[config.mk]
export PLATFORM = sky130hd
export DESIGN_NAME = ea_gen
export DESIGN_NICKNAME = d
export VERILOG_FILES = /design/src/rtl/ea_pkg.sv /design/src/rtl/ea_decode.sv /design/src/rtl/ea_addr_unit.sv /design/src/rtl/ea_gen.sv
export SDC_FILE = /design/constraint.sdc
export NUM_CORES = 1
export LEC_CHECK = 0
export ABC_AREA = 1
export BUFFER_PORTS_ARGS = -buffer_cell sky130_fd_sc_hd__buf_2
export CAP_MARGIN = 0
export CORE_ASPECT_RATIO = 1.25
export CORE_MARGIN = 4
export CORE_UTILIZATION = 55
export DETAILED_ROUTE_END_ITERATION = 10
export GPL_TIMING_DRIVEN = 0
export PLACE_DENSITY = 0.87
export SLEW_MARGIN = 20
export SYNTH_ARGS = -nofsm -noshare
export SYNTH_HDL_FRONTEND = slang
export SYNTH_SLANG_ARGS = --single-unit
[constraint.sdc]
create_clock -name clk_i -period 7.3 [get_ports clk_i]
set_input_delay 0.73 -clock clk_i [delete_from_list [all_inputs] [get_ports clk_i]]
set_output_delay 0.73 -clock clk_i [all_outputs]
set_load 0.05 [all_outputs]
[src/rtl/ea_pkg.sv]
package ea_pkg;

  localparam logic [3:0] M_IMM  = 4'd0;
  localparam logic [3:0] M_DIR  = 4'd1;
  localparam logic [3:0] M_IND  = 4'd2;
  localparam logic [3:0] M_REG  = 4'd3;
  localparam logic [3:0] M_RIND = 4'd4;
  localparam logic [3:0] M_DISP = 4'd5;
  localparam logic [3:0] M_REL  = 4'd6;
  localparam logic [3:0] M_IDX  = 4'd7;
  localparam logic [3:0] M_IDXI = 4'd8;
  localparam logic [3:0] M_POST = 4'd9;
  localparam logic [3:0] M_PRE  = 4'd10;
  localparam logic [3:0] M_STK  = 4'd11;

  typedef struct packed {
    logic       ill;     // illegal mode or depth
    logic       direct;  // operand without memory
    logic       is_reg;  // operand from register file
    logic       use_a;
    logic       use_r;
    logic       use_pc;
    logic       use_sp;
    logic       post;    // add reg after pointer read
    logic       wb;      // auto-increment write-back
    logic [1:0] lvls;    // pointer reads before operand
  } ea_dec_t;

  typedef enum logic [2:0] {
    S_IDLE, S_EVAL, S_PTR, S_PWAIT, S_OPR, S_OWAIT, S_DONE
  } ea_state_e;

endpackage

[src/rtl/ea_decode.sv]
module ea_decode
  import ea_pkg::*;
(
  input  logic [3:0] mode_i,
  input  logic [1:0] depth_i,
  output ea_dec_t    dec_o
);

  always_comb begin
    dec_o = '0;
    case (mode_i)
      M_IMM: begin
        dec_o.direct = 1'b1;
        dec_o.use_a  = 1'b1;
      end
      M_DIR:  dec_o.use_a = 1'b1;
      M_IND: begin
        dec_o.use_a = 1'b1;
        dec_o.lvls  = depth_i;
        dec_o.ill   = (depth_i == 2'd0);
      end
      M_REG: begin
        dec_o.direct = 1'b1;
        dec_o.is_reg = 1'b1;
      end
      M_RIND: dec_o.use_r = 1'b1;
      M_DISP, M_IDX: begin
        dec_o.use_a = 1'b1;
        dec_o.use_r = 1'b1;
      end
      M_REL: begin
        dec_o.use_a  = 1'b1;
        dec_o.use_pc = 1'b1;
      end
      M_IDXI: begin
        dec_o.use_a = 1'b1;
        dec_o.use_r = 1'b1;
        dec_o.wb    = 1'b1;
      end
      M_POST: begin
        dec_o.use_a = 1'b1;
        dec_o.lvls  = 2'd1;
        dec_o.post  = 1'b1;
      end
      M_PRE: begin
        dec_o.use_a = 1'b1;
        dec_o.use_r = 1'b1;
        dec_o.lvls  = 2'd1;
      end
      M_STK: begin
        dec_o.use_r  = 1'b1;
        dec_o.use_sp = 1'b1;
      end
      default: dec_o.ill = 1'b1;
    endcase
  end

endmodule

[src/rtl/ea_addr_unit.sv]
module ea_addr_unit #(
  parameter int AW = 16
) (
  input  logic          use_a_i,
  input  logic          use_r_i,
  input  logic          use_pc_i,
  input  logic [AW-1:0] a_i,
  input  logic [AW-1:0] r_i,
  input  logic [AW-1:0] pc_i,
  output logic [AW-1:0] sum_o
);

  logic [AW-1:0] a_term, r_term, pc_term;

  assign a_term  = use_a_i  ? a_i  : '0;
  assign r_term  = use_r_i  ? r_i  : '0;
  assign pc_term = use_pc_i ? pc_i : '0;
  // modulo 2^AW by truncation
  assign sum_o   = a_term + r_term + pc_term;

endmodule

[src/rtl/ea_gen.sv]
module ea_gen
  import ea_pkg::*;
#(
  parameter int AW     = 16,
  parameter int NREG   = 8,
  parameter int SP_IDX = NREG - 1,
  localparam int RW    = $clog2(NREG)
) (
  input  logic          clk_i,
  input  logic          rst_ni,
  input  logic          start_i,
  input  logic [3:0]    mode_i,
  input  logic [1:0]    depth_i,
  input  logic [AW-1:0] addr_i,
  input  logic [RW-1:0] reg_sel_i,
  input  logic [AW-1:0] pc_i,
  output logic [RW-1:0] rf_raddr_o,
  input  logic [AW-1:0] rf_rdata_i,
  output logic          rf_we_o,
  output logic [RW-1:0] rf_waddr_o,
  output logic [AW-1:0] rf_wdata_o,
  output logic          mem_re_o,
  output logic [AW-1:0] mem_addr_o,
  input  logic [AW-1:0] mem_rdata_i,
  output logic          busy_o,
  output logic          done_o,
  output logic [AW-1:0] ea_o,
  output logic [AW-1:0] operand_o,
  output logic          illegal_o
);

  ea_state_e     state_q;
  logic [3:0]    mode_q;
  logic [1:0]    depth_q;
  logic [AW-1:0] a_q, pc_q, r_q, addr_q, opnd_q;
  logic [RW-1:0] sel_q;
  logic [1:0]    lvl_q;
  logic          ill_q;
  ea_dec_t       dec;
  logic [AW-1:0] sum;

  ea_decode u_dec (
    .mode_i (mode_q),
    .depth_i(depth_q),
    .dec_o  (dec)
  );

  ea_addr_unit #(.AW(AW)) u_add (
    .use_a_i (dec.use_a),
    .use_r_i (dec.use_r),
    .use_pc_i(dec.use_pc),
    .a_i     (a_q),
    .r_i     (rf_rdata_i),
    .pc_i    (pc_q),
    .sum_o   (sum)
  );

  assign rf_raddr_o = dec.use_sp ? RW'(SP_IDX) : sel_q;

  always_ff @(posedge clk_i or negedge rst_ni) begin
    if (!rst_ni) begin
      state_q <= S_IDLE;
      mode_q  <= '0;
      depth_q <= '0;
      a_q     <= '0;
      pc_q    <= '0;
      r_q     <= '0;
      addr_q  <= '0;
      opnd_q  <= '0;
      sel_q   <= '0;
      lvl_q   <= '0;
      ill_q   <= 1'b0;
    end else begin
      case (state_q)
        S_IDLE: if (start_i) begin
          mode_q  <= mode_i;
          depth_q <= depth_i;
          a_q     <= addr_i;
          pc_q    <= pc_i;
          sel_q   <= reg_sel_i;
          ill_q   <= 1'b0;
          state_q <= S_EVAL;
        end
        S_EVAL: begin
          r_q <= rf_rdata_i;
          if (dec.ill) begin
            ill_q   <= 1'b1;
            addr_q  <= '0;
            opnd_q  <= '0;
            state_q <= S_DONE;
          end else if (dec.direct) begin
            addr_q  <= dec.is_reg ? AW'(sel_q) : sum;
            opnd_q  <= dec.is_reg ? rf_rdata_i : a_q;
            state_q <= S_DONE;
          end else begin
            addr_q  <= sum;
            lvl_q   <= dec.lvls;
            state_q <= (dec.lvls != 2'd0) ? S_PTR : S_OPR;
          end
        end
        S_PTR: state_q <= S_PWAIT;
        S_PWAIT: begin
          if (lvl_q > 2'd1) begin
            addr_q  <= mem_rdata_i;
            lvl_q   <= lvl_q - 2'd1;
            state_q <= S_PTR;
          end else begin
            addr_q  <= mem_rdata_i + (dec.post ? r_q : '0);
            state_q <= S_OPR;
          end
        end
        S_OPR: state_q <= S_OWAIT;
        S_OWAIT: begin
          opnd_q  <= mem_rdata_i;
          state_q <= S_DONE;
        end
        S_DONE:  state_q <= S_IDLE;
        default: state_q <= S_IDLE;
      endcase
    end
  end

  assign busy_o     = (state_q != S_IDLE);
  assign done_o     = (state_q == S_DONE);
  assign mem_re_o   = (state_q == S_PTR) || (state_q == S_OPR);
  assign mem_addr_o = addr_q;
  assign ea_o       = addr_q;
  assign operand_o  = opnd_q;
  assign illegal_o  = done_o & ill_q;
  assign rf_we_o    = done_o & dec.wb & ~ill_q;
  assign rf_waddr_o = sel_q;
  assign rf_wdata_o = r_q + AW'(1);


  done_pulse_chk: assert property (@(posedge clk_i) disable iff (!rst_ni)
    done_o |=> !done_o);

  busy_start_chk: assert property (@(posedge clk_i) disable iff (!rst_ni)
    (start_i && !busy_o) |=> busy_o);

  read_gap_chk: assert property (@(posedge clk_i) disable iff (!rst_ni)
    mem_re_o |=> !mem_re_o);

  read_in_op_chk: assert property (@(posedge clk_i) disable iff (!rst_ni)
    mem_re_o |-> (busy_o && !done_o));

  wb_on_done_chk: assert property (@(posedge clk_i) disable iff (!rst_ni)
    rf_we_o |-> done_o);

  illegal_quiet_chk: assert property (@(posedge clk_i) disable iff (!rst_ni)
    illegal_o |-> (done_o && !rf_we_o && ea_o == '0 && operand_o == '0));

endmodule

==> results.json, run 1 <==
{
  "wl_per_cell_um": 17.0,
  "synth-simple-area-share_pct": 32.4,
  "cts_tree": "done",
  "fin_area_mm2": 0.00835,
  "slew_headroom_pct": 53.2,
  "synth-compound-area-share_pct": 12.1,
  "grt_pass1_vias": 7084,
  "clock_sinks": 95,
  "synth-async-reset-ratio_pct": 100,
  "final_cell_count_no_fill": 1337,
  "die_x_um": 110,
  "crit_slowest_cell": "fa_1",
  "drt_iter0_markers": 424,
  "path_clk_slew_ns": 0.07,
  "crit_type": "flip-flop to flip-flop",
  "grt_setup_unrepaired": "false",
  "synth_nets": 1126,
  "synth-xor-area-share_pct": 1.98,
  "final.min_clock_period_ns": 3.85,
  "core_mm2": 0.0127,
  "antenna_found_initial": 0,
  "hold_viol_final": 0,
  "final_cell_mix": "335 x nand2_1, 153 x buf_2, 107 x inv_1",
  "dp_hpwl_um": 18800,
  "crit_chain": "inv_2, nor2_1, nand2_1, o21ai_2, clkbuf_1, nand2_1, fa_1, inv_1, ha_1, a21oi_1, o21ai_0, nand2_1, nand3_1, or2_2, nand3_1, nand3_1, o21ai_0, inv_1",
  "viasPerCell": 5.36,
  "drive_gt1_share_pct": 21.0,
  "place_area_mm2": 0.00809,
  "crit_required_ns": 7.53,
  "post-place-ws_ns": 3.55,
  "dr.pass1.iters": 5,
  "start_util_pct": 56.0,
  "fin_setup_tns_ns": 0,
  "totalPowerFinal_mw": 4.43,
  "rr_endpoint": "ea_o[12]",
  "syn_avg_cell_area_um2": 7.08,
  "post_cts_buffers": 0,
  "cp.arrival_ns": 4.09,
  "area_growth_pct": 17.7,
  "post-route-period-util_pct": 52.8,
  "htreeDepth": 3,
  "maxCapViolCount": 0,
  "reg2reg_from": "mode_q[3]",
  "num_vias": 7160,
  "setup_viol": 0,
  "tightest_slew_ns": 0.699,
  "clockBufferDepth": 2,
  "cp-endpoint": "ea_o[12]",
  "cts_buffers": 9,
  "crit_path_max_fanout": 10,
  "syn_inst": 1002,
  "critPathLaunchType": "flip-flop",
  "crit_family": "simple AND/OR/NAND/NOR gates",
  "fp.dieH_um": 135,
  "outcome": "finished, final reports clean",
  "final_common_cell": "nand2_1",
  "gp_congestion": 1.01,
  "synthAdderAreaFrac_pct": 10.3,
  "crit_buf_inv": 4,
  "io_pins": 151,
  "port-buffer-count": 150,
  "startpoint": "mode_q[3]",
  "final_nets": 1288,
  "worst-r2r-setup-slack_ns": 3.45,
  "rows": 46,
  "dp.cells": 1321,
  "cts_root_buf": "clkbuf_16",
  "grt_max_degree": 51,
  "cts_repair_resize_count": 0,
  "synth_edf_count": 0,
  "ant_nets": 0,
  "detail_route.drc_violations": 0,
  "reg2reg_depth": 18,
  "die-area_mm2": 0.0148,
  "fmax_mhz": 259,
  "crit_cells": 18,
  "timing.final.ws_setup_ns": 3.45,
  "synth_area_mm2": 0.00709,
  "slew_viol_final": 0,
  "synth_top_family_by_area": "simple AND/OR/NAND/NOR gates",
  "critPathMaxStageDelay_ns": 0.52,
  "vdd.ir_drop.worst_mv": 0.280,
  "diodes": 0,
  "insertion_delay_ns": 0.35,
  "hold_buffers": 0,
  "overflow": 0,
  "end_kind": "flip-flop",
  "synthMuxAreaShare_pct": 0,
  "synth_cell_types": 41,
  "ys_seq_area_share_pct": 33.5,
  "min_path_type": "input pin to async pin",
  "grt_pass1_wl_um": 35800,
  "synth.ff_latch_count": 95,
  "yosys_most_used_dff": "dfrtp_1",
  "powerDensity_mw_per_mm2": 531,
  "wl_um": 22700,
  "leakage_nw": 4.53,
  "yosysWarningCount": 0,
  "finClkSkew_ns": 0.0125,
  "grt_use_total_pct": 31.6
}
[power breakdown]
part | leakage (nW) | internal [mW] | total, mW | switching, mW
logic | 3.25 | 0.866 | 2.99 | 2.13
clock network | 0.120 | 0.231 | 0.436 | 0.204
registers | 1.15 | 0.793 | 1.00 | 0.211
total | 4.53 | 1.89 | 4.43 | 2.54
[worst register-to-register path: stages (launching register included)]
cell	delay [ns]
dfrtp_1	0.39
inv_2	0.09
nor2_1	0.24
nand2_1	0.12
o21ai_2	0.15
clkbuf_1	0.42
nand2_1	0.14
fa_1	0.52
inv_1	0.04
ha_1	0.34
a21oi_1	0.37
o21ai_0	0.16
nand2_1	0.09
nand3_1	0.07
or2_2	0.27
nand3_1	0.08
nand3_1	0.09
o21ai_0	0.10
inv_1	0.07
[metal layers]
| layer | part of all wire [%] | track usage [%] | wire length (µm) | up-vias |
|---|---|---|---|---|
| met5 | 0 | 0 | 0 | - |
| met3 | 6.5 | 4.40 | 1470 | 45 |
| li1 | - | - | - | 3526 |
| met2 | 51 | 55.3 | 11500 | 271 |
| met1 | 40 | 39.1 | 9020 | 3318 |
| met4 | 3.2 | 12.1 | 732 | 0 |
[worst min-delay path by stage]
stage                   from        to  cells after the start
finish                rst_ni  ea_o[13]                      1
global route          rst_ni  ea_o[13]                      1
CTS                   rst_ni  ea_o[13]                      1
detailed placement  pc_q[13]  pc_q[13]                      2
global placement    pc_q[11]  pc_q[11]                      2
floorplan             rst_ni    a_q[0]                      0
[registers in the layout (all words and copies together), names as in the netlist]
name	flops
ill_q	1
state_q	3
r_q	16
rf_waddr_o	3
depth_q	2
pc_q	16
ea_o	16
a_q	16
operand_o	16
lvl_q	2
mode_q	4
[cell usage after synthesis (all sizes together), types with 2 or more instances]
library cell	instances	area share, %
a21o	3	0.32
a21oi	48	3.5
a31oi	17	1.6
and2	2	0.18
buf	24	2.5
clkbuf	18	0.95
dfrtp	95	34
fa	17	4.8
ha	31	5.5
inv	119	6.3
nand2	340	18
nand3	65	4.6
nand3b	5	0.53
nand4	8	0.71
nor2	82	5.2
nor3	7	0.64
nor4	2	0.26
o211ai	18	1.9
o21ai	53	4.0
o21bai	3	0.32
or2	25	2.2
xor2	15	1.9
[per-stage QoR]
step	utilization, %	hold WS (ns)
CTS	65.9	0.316
global route	65.9	0.332
finish	65.9	0.296
floorplan	-	0.434
detailed placement	63.9	0.459
global placement	63.6	0.458
[cell families after synthesis]
family,after synthesis
adders and majority gates,48
and+or+nand+nor,536
AOI/OAI and AO/OA,146
DFF,95
buffers and inverters,161
xor gates and xnor gates,16
[cell type report]
type,instances,area (µm²)
Buffer,42,241
Multi-Input combinational cell,746,4030
Tap cell,168,210
Inverter,119,447
Timing Repair Buffer,151,785
Clock inverter,3,20.0
Clock buffer,13,240
Sequential cell,95,2380
Fill cell,1202,4320
No activity file was read; power rests on OpenSTA's default activity.
==> run 2: changes to the inputs <==
- clock period: 7.3 -> 3.8 ns (I/O delays scaled with it)
==> run 2 against run 1 <==
Against the previous run:
- critical endpoint is now ea_o[13]
- register-to-register slack got worse by 3.2 ns
- combinational power rose by 94%
- sequential share of layout area is 0.14 points lower
- highest routed layer unchanged
- cell count hardly changed
- utilization grew 0.36 points
- clock-buffer cell count stayed put
- routed wire length grew 0.41%
- die area stayed put
==> results.json, run 2 (synthesis results as in run 1) <==
{
  "critPathMaxStageDelay_ns": 0.53,
  "insertion_delay_ns": 0.35,
  "min_path_type": "input pin to flip-flop",
  "fin_setup_tns_ns": 0,
  "grt_pass1_vias": 7091,
  "viasPerCell": 5.41,
  "die_x_um": 110,
  "final_cell_count_no_fill": 1338,
  "cp.arrival_ns": 3.77,
  "num_vias": 7238,
  "rows": 46,
  "crit_type": "flip-flop to flip-flop",
  "post-place-ws_ns": 0.0451,
  "path_clk_slew_ns": 0.07,
  "fmax_mhz": 284,
  "grt_max_degree": 51,
  "final.min_clock_period_ns": 3.52,
  "setup_viol": 0,
  "wl_per_cell_um": 17.0,
  "crit_required_ns": 4.05,
  "cts_root_buf": "clkbuf_16",
  "drive_gt1_share_pct": 21.5,
  "fp.dieH_um": 135,
  "dp_hpwl_um": 18800,
  "cts_buffers": 9,
  "crit_path_max_fanout": 5,
  "slew_viol_final": 0,
  "outcome": "finished, final reports clean",
  "port-buffer-count": 150,
  "crit_chain": "nor2_4, nand2_1, inv_1, nand2_1, fa_1, inv_1, ha_1, fa_1, nand3_1, nand3_1, nand3_1, nand3_1, or2_2, nand3_1, nand3_1, nand2_1, inv_1",
  "post-route-period-util_pct": 92.5,
  "clockBufferDepth": 2,
  "final_cell_mix": "335 x nand2_1, 154 x buf_2, 107 x inv_1",
  "end_kind": "flip-flop",
  "timing.final.ws_setup_ns": 0.284,
  "clock_sinks": 95,
  "grt_setup_unrepaired": "false",
  "tightest_slew_ns": 0.709,
  "crit_slowest_cell": "fa_1",
  "final_common_cell": "nand2_1",
  "dr.pass1.iters": 5,
  "slew_headroom_pct": 52.6,
  "overflow": 0,
  "cts_tree": "done",
  "leakage_nw": 4.54,
  "core_mm2": 0.0127,
  "io_pins": 151,
  "grt_pass1_wl_um": 35800,
  "maxCapViolCount": 0,
  "dp.cells": 1321,
  "hold_slack_ns": 0.227,
  "detail_route.drc_violations": 0,
  "start_util_pct": 56.0,
  "gp_congestion": 1.01,
  "drt_iter0_markers": 474,
  "area_growth_pct": 18.3,
  "final_nets": 1289,
  "vdd.ir_drop.worst_mv": 0.538,
  "critPathLaunchType": "flip-flop",
  "hold_viol_final": 0,
  "antenna_found_initial": 0,
  "powerDensity_mw_per_mm2": 1020,
  "totalPowerFinal_mw": 8.56,
  "htreeDepth": 3,
  "worst_path_most_repeated_cell": "nand3_1",
  "diodes": 0,
  "wl_um": 22800,
  "post_cts_buffers": 0,
  "ant_nets": 0,
  "finClkSkew_ns": 0.0114,
  "die-area_mm2": 0.0148,
  "grt_use_total_pct": 31.6
}
[run 2: changes by cell type in the layout (fill, tap and decap cells not counted)]
cell / delta
clkbuf_4: +2
clkbuf_1: -3
dlygate4sd3_1: +1
nor2_2: +1
dfrtp_2: +1
a21oi_1: -2
a21oi_2: +2
o21ai_4: +2
buf_2: +1
nor2_1: -1
o21ai_2: -2
dfrtp_1: -1
[run 2: final cells by class]
type / count / area (µm²)
Buffer: 42 / 250
Clock buffer: 13 / 240
Clock inverter: 3 / 20.0
Fill cell: 1187 / 4270
Inverter: 119 / 447
Multi-Input combinational cell: 746 / 4050
Sequential cell: 95 / 2380
Tap cell: 168 / 210
Timing Repair Buffer: 152 / 795
[run 2: layer usage]
metal / GRT usage (%) / part of all wire (%) / up-vias / routed length, µm
li1: - / - / 3522 / -
met3: 4.40 / 6.8 / 44 / 1550
met2: 55.4 / 50 / 302 / 11500
met5: 0 / 0 / - / 0
met4: 12.1 / 3.2 / 0 / 726
met1: 39.1 / 40 / 3370 / 9020
[run 2: final timing paths]
| path | start | endpoint | slack, ns | depth (start not counted) |
|---|---|---|---|---|
| max | mode_q[0] | ea_o[13] | 0.28 | 17 |
| max in group asynchronous | rst_ni | mode_q[2] | 2.64 | 3 |
| min in group asynchronous | rst_ni | ea_o[13] | 0.53 | 2 |
| min reg2reg | pc_q[10] | pc_q[10] | 0.47 | 2 |
| min | pc_i[2] | pc_q[2] | 0.23 | 3 |
| max reg2reg | mode_q[0] | ea_o[13] | 0.28 | 17 |
[run 2: timing repair]
action / in CTS / in global routing
hold endpoints to repair: 45 / 0
gates resized for setup: 0 / 17
hold buffers: 1 / 0
endpoints found under the setup margin: 0 / 11
[run 2: critical path, delay by kind of cell, from the launching register on]
family        cells  cell delay (ns)
flops             1             0.44
simple gates     11             1.47
fa+ha+maj         3             1.29
buf+inv           3             0.22
[run 2: power breakdown]
group	switching [mW]	leakage, nW	internal, mW
registers	0.410	1.15	1.52
logic	4.10	3.27	1.69
clock network	0.394	0.120	0.444
[run 2: stage by stage]
stage	util [%]	area, µm²
final	66.3	8390
after global routing	66.3	8390
after CTS	66.0	8360
after detailed placement	63.9	8090
after global placement	63.6	8050
after floorplan	-	7090
==> run 3: changes to the inputs <==
- CORE_ASPECT_RATIO: 1.25 -> 1.4
- CORE_UTILIZATION: 55 -> 56
- PLACE_DENSITY: 0.87 -> 0.88
- SYNTH_HIERARCHICAL: default -> 1
==> run 3 against run 2 <==
Against the previous run:
- first-iteration DRC count fell by 23%
- synthesized area is 3.7% higher
- die area increased by 1.8%
- utilization grew 1.2 points
- synthesized cell count is 9.5% higher
- critical endpoint is now ea_o[15]
- global-route usage decreased by 3.2 points
- highest routed layer unchanged
- cell area is 3.6% higher
- clock skew about the same
- critical path type unchanged
- cell count is 5.8% higher
- worst hold slack gained 0.0035 ns
- clock-buffer cell count decreased by 2
==> results.json, run 3 <==
{
  "outcome": "finished, final reports clean",
  "final_cell_mix": "430 x nand2_1, 171 x inv_1, 157 x buf_2",
  "syn_avg_cell_area_um2": 6.70,
  "num_vias": 7328,
  "grt_pass1_vias": 7173,
  "hold_slack_ns": 0.231,
  "overflow": 0,
  "vdd.ir_drop.worst_mv": 0.433,
  "diodes": 0,
  "viasPerCell": 5.18,
  "core_mm2": 0.0129,
  "start_util_pct": 57.1,
  "synth_area_mm2": 0.00735,
  "fin_setup_tns_ns": 0,
  "insertion_delay_ns": 0.35,
  "hold-path-endpoint": "pc_q[11]",
  "die_x_um": 105,
  "crit_slowest_cell": "fa_1",
  "ys_seq_area_share_pct": 32.3,
  "wl_per_cell_um": 14.9,
  "worst_path_most_repeated_cell": "nand2_1",
  "crit_path_max_fanout": 10,
  "netlist_top_cells_count": "430 x nand2_1, 171 x inv_1, 95 x dfrtp_1, 63 x nor2_1, 47 x a21oi_1",
  "reg2reg_depth": 19,
  "powerDensity_mw_per_mm2": 982,
  "hold_viol_final": 0,
  "slew_headroom_pct": 58.2,
  "synth_edf_count": 0,
  "die-area_mm2": 0.0151,
  "cp.arrival_ns": 3.74,
  "grt_max_degree": 59,
  "maxCapViolCount": 0,
  "end_kind": "flip-flop",
  "grt_pass1_wl_um": 34100,
  "dp_hpwl_um": 17400,
  "area_growth_pct": 18.2,
  "slew_viol_final": 0,
  "syn_inst": 1097,
  "clockBufferDepth": 2,
  "synth_cell_types": 38,
  "grt_use_total_pct": 28.5,
  "critPathMaxStageDelay_ns": 0.51,
  "synth_top_cell_area_share_pct": 32.3,
  "worst-r2r-setup-slack_ns": 0.29,
  "cts_buffers": 9,
  "rr_endpoint": "ea_o[15]",
  "final_common_cell": "nand2_1",
  "leakage_nw": 5.09,
  "min_path_type": "input pin to flip-flop",
  "totalPowerFinal_mw": 8.54,
  "synth_area_leaders": "dfrtp_1 32%, nand2_1 22%, inv_1 8.7%",
  "dr.pass1.iters": 5,
  "fin_area_mm2": 0.00869,
  "synth-async-reset-ratio_pct": 100,
  "htreeDepth": 3,
  "min_path_cells": 3,
  "crit_required_ns": 4.03,
  "detail_route.drc_violations": 0,
  "crit_family": "simple AND/OR/NAND/NOR gates",
  "wl_um": 21100,
  "gp_congestion": 0.922,
  "path_clk_slew_ns": 0.07,
  "place_area_mm2": 0.00833,
  "fmax_mhz": 285,
  "final_cell_count_no_fill": 1416,
  "post-place-ws_ns": 0.228,
  "finClkSkew_ns": 0.0113,
  "tightest_slew_ns": 0.627,
  "reg2reg_from": "mode_q[3]",
  "rows": 49,
  "crit_type": "flip-flop to flip-flop",
  "cts_root_buf": "clkbuf_16",
  "timing.final.ws_setup_ns": 0.289,
  "clock_sinks": 95,
  "cts_tree": "done",
  "synth.most_common_cell": "nand2_1",
  "dp.cells": 1401,
  "synth_nets": 1221,
  "ant_nets": 0,
  "drt_iter0_markers": 365,
  "yosys_most_used_dff": "dfrtp_1",
  "drive_gt1_share_pct": 17.6,
  "final.min_clock_period_ns": 3.51,
  "post-route-period-util_pct": 92.4,
  "synth.ff_latch_count": 95,
  "antenna_found_initial": 0,
  "fin_util_pct": 67.5,
  "port-buffer-count": 150,
  "min_from": "pc_i[11]",
  "crit_buf_inv": 5,
  "setup_viol": 0,
  "io_pins": 151,
  "final_nets": 1382,
  "yosysWarningCount": 6,
  "grt_setup_unrepaired": "false",
  "fp.dieH_um": 144,
  "synth_area_leader_cell": "dfrtp_1",
  "crit_chain": "inv_1, nand2_1, nor3_1, buf_2, clkbuf_1, nand2_1, fa_1, inv_1, ha_1, nand2_1, inv_2, nand2_1, nand2_1, a21oi_1, nand2_1, nand2_1, nand2_1, a21oi_1, a21oi_1",
  "critPathLaunchType": "flip-flop"
}
[run 3: cell types whose count changed after synthesis, sizes merged, moves of 8 or more]
cell    before  now
a22oi        1    9
a31oi       17    4
inv        119  177
nand2      340  436
nand3       65   47
nor2        82   69
o211ai      18    7
or2         25    3
[run 3: worst max-delay path by stage]
stage,start,end,slack (ns),cells past startpoint
global placement,mode_q[0],ea_o[13],0.23,17
detailed placement,mode_q[0],ea_o[13],0.23,17
floorplan,mode_q[0],ea_o[14],0.80,17
global route,mode_q[0],ea_o[11],0.03,19
CTS,mode_q[0],ea_o[15],0.16,19
finish,mode_q[3],ea_o[15],0.29,19
[run 3: timing repair]
action	CTS	global route
gates resized for setup	0	0
hold endpoints to repair	37	0
setup endpoints to repair	0	7
hold buffers	1	0
buffers inserted	0	0
[run 3: layout make-up]
cell class / instances / area, µm²
inverters: 177 / 664
well taps: 153 / 191
repair buffers: 152 / 795
plain buffers: 44 / 258
clock inverters: 5 / 129
flip-flops and latches: 95 / 2380
multi-input cells: 779 / 4050
clock buffers: 11 / 233
fillers: 1198 / 4180
[run 3: routing by layer]
| layer | track usage [%] | share of wire, % | vias up |
|---|---|---|---|
| li1 | - | - | 3677 |
| met5 | 0 | 0 | - |
| met4 | 12.0 | 3.6 | 0 |
| met2 | 53.3 | 52 | 240 |
| met3 | 3.64 | 5.6 | 52 |
| met1 | 32.6 | 38 | 3359 |
[run 3: cell families after synthesis]
| family | after synthesis | share of synthesized area, % |
|---|---|---|
| buf+inv | 223 | 12.6 |
| compound gates | 127 | 9.65 |
| flops | 95 | 32.3 |
| fa+ha+maj | 48 | 9.90 |
| xor+xnor | 25 | 2.98 |
| mux | 5 | 0.681 |
| simple gates | 574 | 31.8 |
[run 3: worst reg2reg max path: stages (launching register included)]
cell and delay (ns):
dfrtp_1 0.42, inv_1 0.08, nand2_1 0.08, nor3_1 0.15, buf_2 0.21, clkbuf_1 0.37
nand2_1 0.14, fa_1 0.51, inv_1 0.04, ha_1 0.37, nand2_1 0.14, inv_2 0.05
nand2_1 0.06, nand2_1 0.09, a21oi_1 0.23, nand2_1 0.08, nand2_1 0.06, nand2_1 0.08
a21oi_1 0.16, a21oi_1 0.08
[run 3: power by group]
part	leakage, nW	switching [mW]	internal, mW
clock	0.174	0.403	0.714
sequential	1.16	0.446	1.52
combinational	3.75	3.90	1.56
total	5.09	4.75	3.79
